## config.mk

```make
export PLATFORM = sky130hd
export DESIGN_NAME = irq_prio_ctrl
export DESIGN_NICKNAME = d
export VERILOG_FILES = /design/src/rtl/irq_prio_pkg.sv /design/src/rtl/irq_sync.sv /design/src/rtl/irq_pend.sv /design/src/rtl/irq_pick.sv /design/src/rtl/irq_prio_ctrl.sv
export SDC_FILE = /design/constraint.sdc
export NUM_CORES = 1
export LEC_CHECK = 0
export ABC_AREA = 1
export BUFFER_PORTS_ARGS = -buffer_cell sky130_fd_sc_hd__buf_2
export CAP_MARGIN = 5
export CELL_PAD_IN_SITES_DETAIL_PLACEMENT = 0
export CELL_PAD_IN_SITES_GLOBAL_PLACEMENT = 1
export CORE_MARGIN = 2
export CORE_UTILIZATION = 47
export DETAILED_ROUTE_END_ITERATION = 12
export GPL_TIMING_DRIVEN = 0
export PLACE_DENSITY_LB_ADDON = 0.1
export SKIP_LAST_GASP = 1
export SYNTH_ARGS = -nofsm -noshare
export SYNTH_HDL_FRONTEND = slang
export SYNTH_SLANG_ARGS = --single-unit
export TNS_END_PERCENT = 1
```

## constraint.sdc

```tcl
create_clock -name clk -period 2.42 [get_ports clk]
set_input_delay 0.242 -clock clk [delete_from_list [all_inputs] [get_ports clk]]
set_output_delay 0.242 -clock clk [all_outputs]
set_load 0.1 [all_outputs]
```

## src/rtl/irq_prio_pkg.sv

```systemverilog
package irq_prio_pkg;
  localparam int NUM_LVL = 16;
  localparam int LVL_W   = $clog2(NUM_LVL);
  localparam int NUM_EXT = 12;

  // level numbers wired to the bus
  function automatic logic is_ext(input int lvl);
    return (lvl >= 3) && (lvl < NUM_LVL) && (lvl != 8);
  endfunction

  // rank 0 is the highest: upper bank 9..15, then lower bank 3..7
  function automatic int rank_level(input int rank);
    return (rank < 7) ? (9 + rank) : (rank - 4);
  endfunction
endpackage

```

## src/rtl/irq_sync.sv

```systemverilog
module irq_sync #(
  parameter int WIDTH  = 16,
  parameter int STAGES = 2
) (
  input  logic             clk,
  input  logic             rst_n,
  input  logic [WIDTH-1:0] d_async,
  output logic [WIDTH-1:0] d_sync
);
  logic [STAGES-1:0][WIDTH-1:0] stage_q;

  genvar s;
  generate
    for (s = 0; s < STAGES; s++) begin : g_stage
      if (s == 0) begin : g_first
        always_ff @(posedge clk or negedge rst_n) begin
          if (!rst_n) stage_q[0] <= '0;
          else        stage_q[0] <= d_async;
        end
      end else begin : g_rest
        always_ff @(posedge clk or negedge rst_n) begin
          if (!rst_n) stage_q[s] <= '0;
          else        stage_q[s] <= stage_q[s-1];
        end
      end
    end
  endgenerate

  assign d_sync = stage_q[STAGES-1];
endmodule

```

## src/rtl/irq_pend.sv

```systemverilog
module irq_pend
  import irq_prio_pkg::*;
#(
  parameter int WIDTH = NUM_LVL
) (
  input  logic             clk,
  input  logic             rst_n,
  input  logic [WIDTH-1:0] line_s,
  input  logic [WIDTH-1:0] ack_clr,
  output logic [WIDTH-1:0] pend_q,
  output logic [WIDTH-1:0] pend_nxt
);
  logic [WIDTH-1:0] prev_q;
  logic [WIDTH-1:0] ext_mask;
  logic [WIDTH-1:0] rise;
  logic [WIDTH-1:0] keep;

  genvar l;
  generate
    for (l = 0; l < WIDTH; l++) begin : g_mask
      assign ext_mask[l] = is_ext(l);
    end
  endgenerate

  always_comb begin
    rise     = line_s & ~prev_q;
    keep     = pend_q & line_s & ~ack_clr;
    pend_nxt = (keep | rise) & ext_mask;
  end

  always_ff @(posedge clk or negedge rst_n) begin
    if (!rst_n) begin
      prev_q <= '0;
      pend_q <= '0;
    end else begin
      prev_q <= line_s;
      pend_q <= pend_nxt;
    end
  end
endmodule

```

## src/rtl/irq_pick.sv

```systemverilog
module irq_pick
  import irq_prio_pkg::*;
#(
  parameter int WIDTH = NUM_LVL,
  parameter int LW    = LVL_W
) (
  input  logic [WIDTH-1:0] pend,
  output logic             any,
  output logic [LW-1:0]    level
);
  logic [NUM_EXT-1:0] ranked;

  genvar r;
  generate
    for (r = 0; r < NUM_EXT; r++) begin : g_rank
      assign ranked[r] = pend[rank_level(r)];
    end
  endgenerate

  always_comb begin
    any   = |ranked;
    level = '0;
    for (int i = NUM_EXT - 1; i >= 0; i--) begin
      if (ranked[i]) level = LW'(rank_level(i));
    end
  end
endmodule

```

## src/rtl/irq_prio_ctrl.sv

```systemverilog
module irq_prio_ctrl
  import irq_prio_pkg::*;
#(
  parameter int SYNC_STAGES = 2
) (
  input  logic               clk,
  input  logic               rst_n,
  input  logic [NUM_LVL-1:0] irq_lines,
  input  logic               ack,
  output logic               vec_valid,
  output logic [LVL_W-1:0]   vec_level
);
  logic [1:0]         rst_pipe_q;
  logic               rst_int_n;
  logic [NUM_LVL-1:0] sync_q;
  logic [NUM_LVL-1:0] ack_clr;
  logic [NUM_LVL-1:0] pend_q;
  logic [NUM_LVL-1:0] pend_nxt;
  logic               pick_any;
  logic [LVL_W-1:0]   pick_lvl;
  logic               out_en;

  always_ff @(posedge clk or negedge rst_n) begin
    if (!rst_n) rst_pipe_q <= 2'b00;
    else        rst_pipe_q <= {rst_pipe_q[0], 1'b1};
  end
  assign rst_int_n = rst_pipe_q[1];

  irq_sync #(.WIDTH(NUM_LVL), .STAGES(SYNC_STAGES)) u_sync (
    .clk(clk), .rst_n(rst_int_n), .d_async(irq_lines), .d_sync(sync_q)
  );

  always_comb begin
    ack_clr = '0;
    if (vec_valid && ack) ack_clr[vec_level] = 1'b1;
  end

  irq_pend #(.WIDTH(NUM_LVL)) u_pend (
    .clk(clk), .rst_n(rst_int_n), .line_s(sync_q), .ack_clr(ack_clr),
    .pend_q(pend_q), .pend_nxt(pend_nxt)
  );

  irq_pick #(.WIDTH(NUM_LVL), .LW(LVL_W)) u_pick (
    .pend(pend_nxt), .any(pick_any), .level(pick_lvl)
  );

  // reload unless the presented request survives this cycle
  assign out_en = !(vec_valid && pend_nxt[vec_level]);

  always_ff @(posedge clk or negedge rst_int_n) begin
    if (!rst_int_n) begin
      vec_valid <= 1'b0;
      vec_level <= '0;
    end else if (out_en) begin
      vec_valid <= pick_any;
      vec_level <= pick_lvl;
    end
  end
endmodule

```

==> results.sh <==
export IMPL_internal_power_mw=1.43
export IMPL_cts_sink_count=55
export IMPL_combPwrFrac_pct=29.1
export IMPL_diodes=0
export IMPL_hold_path_cell_count=1
export IMPL_ys_types=21
export IMPL_p_switching_uw=832
export IMPL_syn_instance_count=222
export IMPL_ant_nets=0
export IMPL_cts_buffers=5
export IMPL_vdd_drop_max_mv=0.429
export IMPL_vias_per_cell=4.61
export IMPL_wl_per_cell_um=11.3
export IMPL_die_y_um=71.7
export IMPL_path_class="reg -> reg"
export IMPL_cts_setup_buffers=0
export IMPL_yosysSeqAreaShare_pct=63.9
export IMPL_slew_headroom_pct=61.0
export IMPL_fin_skew_ns=0.00723
export IMPL_power_density_nw_per_um2=924
export IMPL_status="finished, final reports clean"
export IMPL_drt_iter0_markers=62
export IMPL_wl_um=3420
export IMPL_grt_pass1_wl_um=6080
export IMPL_finalHoldViolations=0
export IMPL_hold_buffers=1
export IMPL_max_freq_mhz=515
export IMPL_die_area_um2=5140
export IMPL_grt_overflow_total=0
export IMPL_slew_violations=0
export IMPL_drv_cap=0
export IMPL_firstDrtPassIters=4
export IMPL_cts_root_buf="clkbuf_8"
export IMPL_syn_avg_cell_area_um2=9.71
export IMPL_ys_ff_latch=55
export IMPL_cts_tree="yes"
export IMPL_setup_viol_count_final=0
export IMPL_r2r_cells=9
export IMPL_grtUsageTotal_pct=15.5
export IMPL_nets=269
export IMPL_gp_congestion=0.784
export IMPL_arrival_ns=2.13
export IMPL_worst_setup_path_start_kind="flop"
export IMPL_grt_setup_unrepaired="no"
export IMPL_p_leak_nw=1.28
export IMPL_htreeDepth=2
export IMPL_yosysWarnings=0
export IMPL_start_util_pct=49.1
export IMPL_worstPathRequired_ns=2.61
export IMPL_r2r_slack_ns=0.48
export IMPL_final_period_utilization_pct=80.2
export IMPL_clock_path_buffers=2
export IMPL_setup_tns_ns=0
export IMPL_dp_hpwl_um=2630
export IMPL_grt_pass1_vias=1337
export IMPL_synth_nets=241
export IMPL_p_sw_share_pct=36.8
export IMPL_cp_max_fo=7
export IMPL_ctsResizeCount=0
export IMPL_antenna_found_initial=0
export IMPL_syn_cell_area_um2=2150
export IMPL_min_period_ns=1.94
export IMPL_tightest_slew_ns=0.584
export IMPL_hold_ws_ns=0.0414
export IMPL_core_area_um2=4380
export IMPL_clk_pin_slew_ns=0.09
export IMPL_end_kind="flop"
export IMPL_numPortBuffers=19
export IMPL_grt_max_degree=29
export IMPL_drc_errors=0
export IMPL_seqPwrFrac_pct=47.7
export IMPL_fill_cells=405
export IMPL_drive_above_1_share_pct=20.7
export IMPL_hp_class="in -> reg"
export IMPL_layout_area_overhead_vs_synth_pct=13.5
export IMPL_clkPwrFrac_pct=23.3
export IMPL_rows=24
export IMPL_vias=1397
export IMPL_die_w_um=71.7
export IMPL_clkLatencyLatePin_ns=0.30
export IMPL_pin_count=24
power by group through the flow:
stage	clock network, mW	logic, mW	registers, mW
2_1_floorplan	0	0.353	1.26
3_3_place_gp	0	0.650	1.10
3_5_place_dp	0	0.664	1.10
4_1_cts	0.557	0.667	1.08
5_1_grt	0.589	0.727	1.09
6_report	0.525	0.657	1.08
per-stage QoR:
stage / worst slack, ns / power (mW) / util (%) / std cells / cell area [um^2]
after detailed placement: 0.463 / 1.76 / 53.3 / 294 / 2340
after global routing: 0.257 / 2.41 / 55.8 / 303 / 2450
after global placement: 0.240 / 1.75 / 52.8 / 293 / 2310
after CTS: 0.441 / 2.30 / 55.8 / 303 / 2450
after floorplan: 0.0817 / 1.61 / - / 222 / 2150
final: 0.479 / 2.26 / 55.8 / 303 / 2450
sequential cells by signal, summed over array words and instances (netlist names):
| register | flops |
|---|---|
| rst_pipe_q | 2 |
| vec_level | 4 |
| vec_valid | 1 |
| u_sync.stage_q | 12 |
| u_pend.prev_q | 12 |
| u_pend.pend_q | 12 |
| u_sync.d_sync | 12 |
path summary, 6_finish.rpt:
path | from | end
setup reg to reg | vec_level[0] | vec_level[3]
min in group asynchronous | rst_n | rst_pipe_q[1]
hold reg to reg | rst_pipe_q[1] | u_sync.d_sync[9]
hold / removal | irq_lines[10] | u_sync.stage_q[10]
max in group asynchronous | rst_pipe_q[1] | u_pend.prev_q[5]
setup / recovery | vec_level[0] | vec_level[3]
logic make-up (layout without fill, tap and decap cells):
family	Yosys count	in the layout	share of synthesized area, %
AOI/OAI and AO/OA	11	11	2.90
and+or+nand+nor	114	114	25.9
other	1	1	0.174
DFF	55	55	63.9
buffers and inverters	41	70	7.14
per-layer routing:
layer / part of all wire (%) / GRT usage, % / wire, um / vias up
li1: - / - / - / 725
met5: 0 / 0 / 0 / -
met2: 45 / 23.6 / 1540 / 21
met3: 4.4 / 3.94 / 151 / 6
met4: 1.6 / 5.03 / 56 / 0
met1: 49 / 21.9 / 1680 / 645
layout by cell type (no fill, tap or decap), drive strengths merged:
master,instances
nand4,3
dlygate4sd3,1
nor2,25
a21boi,1
clkbuf,8
conb,1
nand3,21
buf,20
o22ai,1
inv,41
nor3,1
a21oi,5
dfrtp,55
o21ai,4
or3b,1
nand2,63
Yosys cell counts:
cell | instances | area [um^2]
nor2_2 | 4 | 25.0
or3b_1 | 1 | 8.76
conb_1 | 1 | 3.75
inv_2 | 2 | 7.51
nand2_4 | 2 | 22.5
nand3_2 | 5 | 50.1
nor2_1 | 18 | 67.6
nor3_1 | 1 | 5.00
nor2_4 | 3 | 33.8
nand3_1 | 16 | 80.1
nand4_1 | 3 | 18.8
inv_1 | 39 | 146
a21oi_1 | 4 | 20.0
nand2_2 | 7 | 43.8
a21boi_0 | 1 | 7.51
o22ai_1 | 1 | 6.26
nand2_1 | 54 | 203
o21ai_1 | 3 | 15.0
o21ai_0 | 1 | 5.00
a21oi_2 | 1 | 8.76
dfrtp_1 | 55 | 1380
worst max-delay path: stages, from the launching register on:
cell	delay [ns]
dfrtp_1	0.50
nor2_1	0.29
nand3_1	0.12
nand2_1	0.10
nand2_2	0.08
nor2_2	0.13
nand2_1	0.07
or3b_1	0.36
nor2_2	0.14
a21oi_1	0.05
layout make-up:
class                      instances  area (um^2)  share of cell area (%)
inverter                          41          154                    6.29
clock buffer                       8          100                    4.09
tap                               52         65.1                    2.66
sequential                        55         1380                    56.3
timing repair buffer              21          125                    5.12
multi-input combinational        126          624                    25.5
Power figures use the tool's default switching activity.
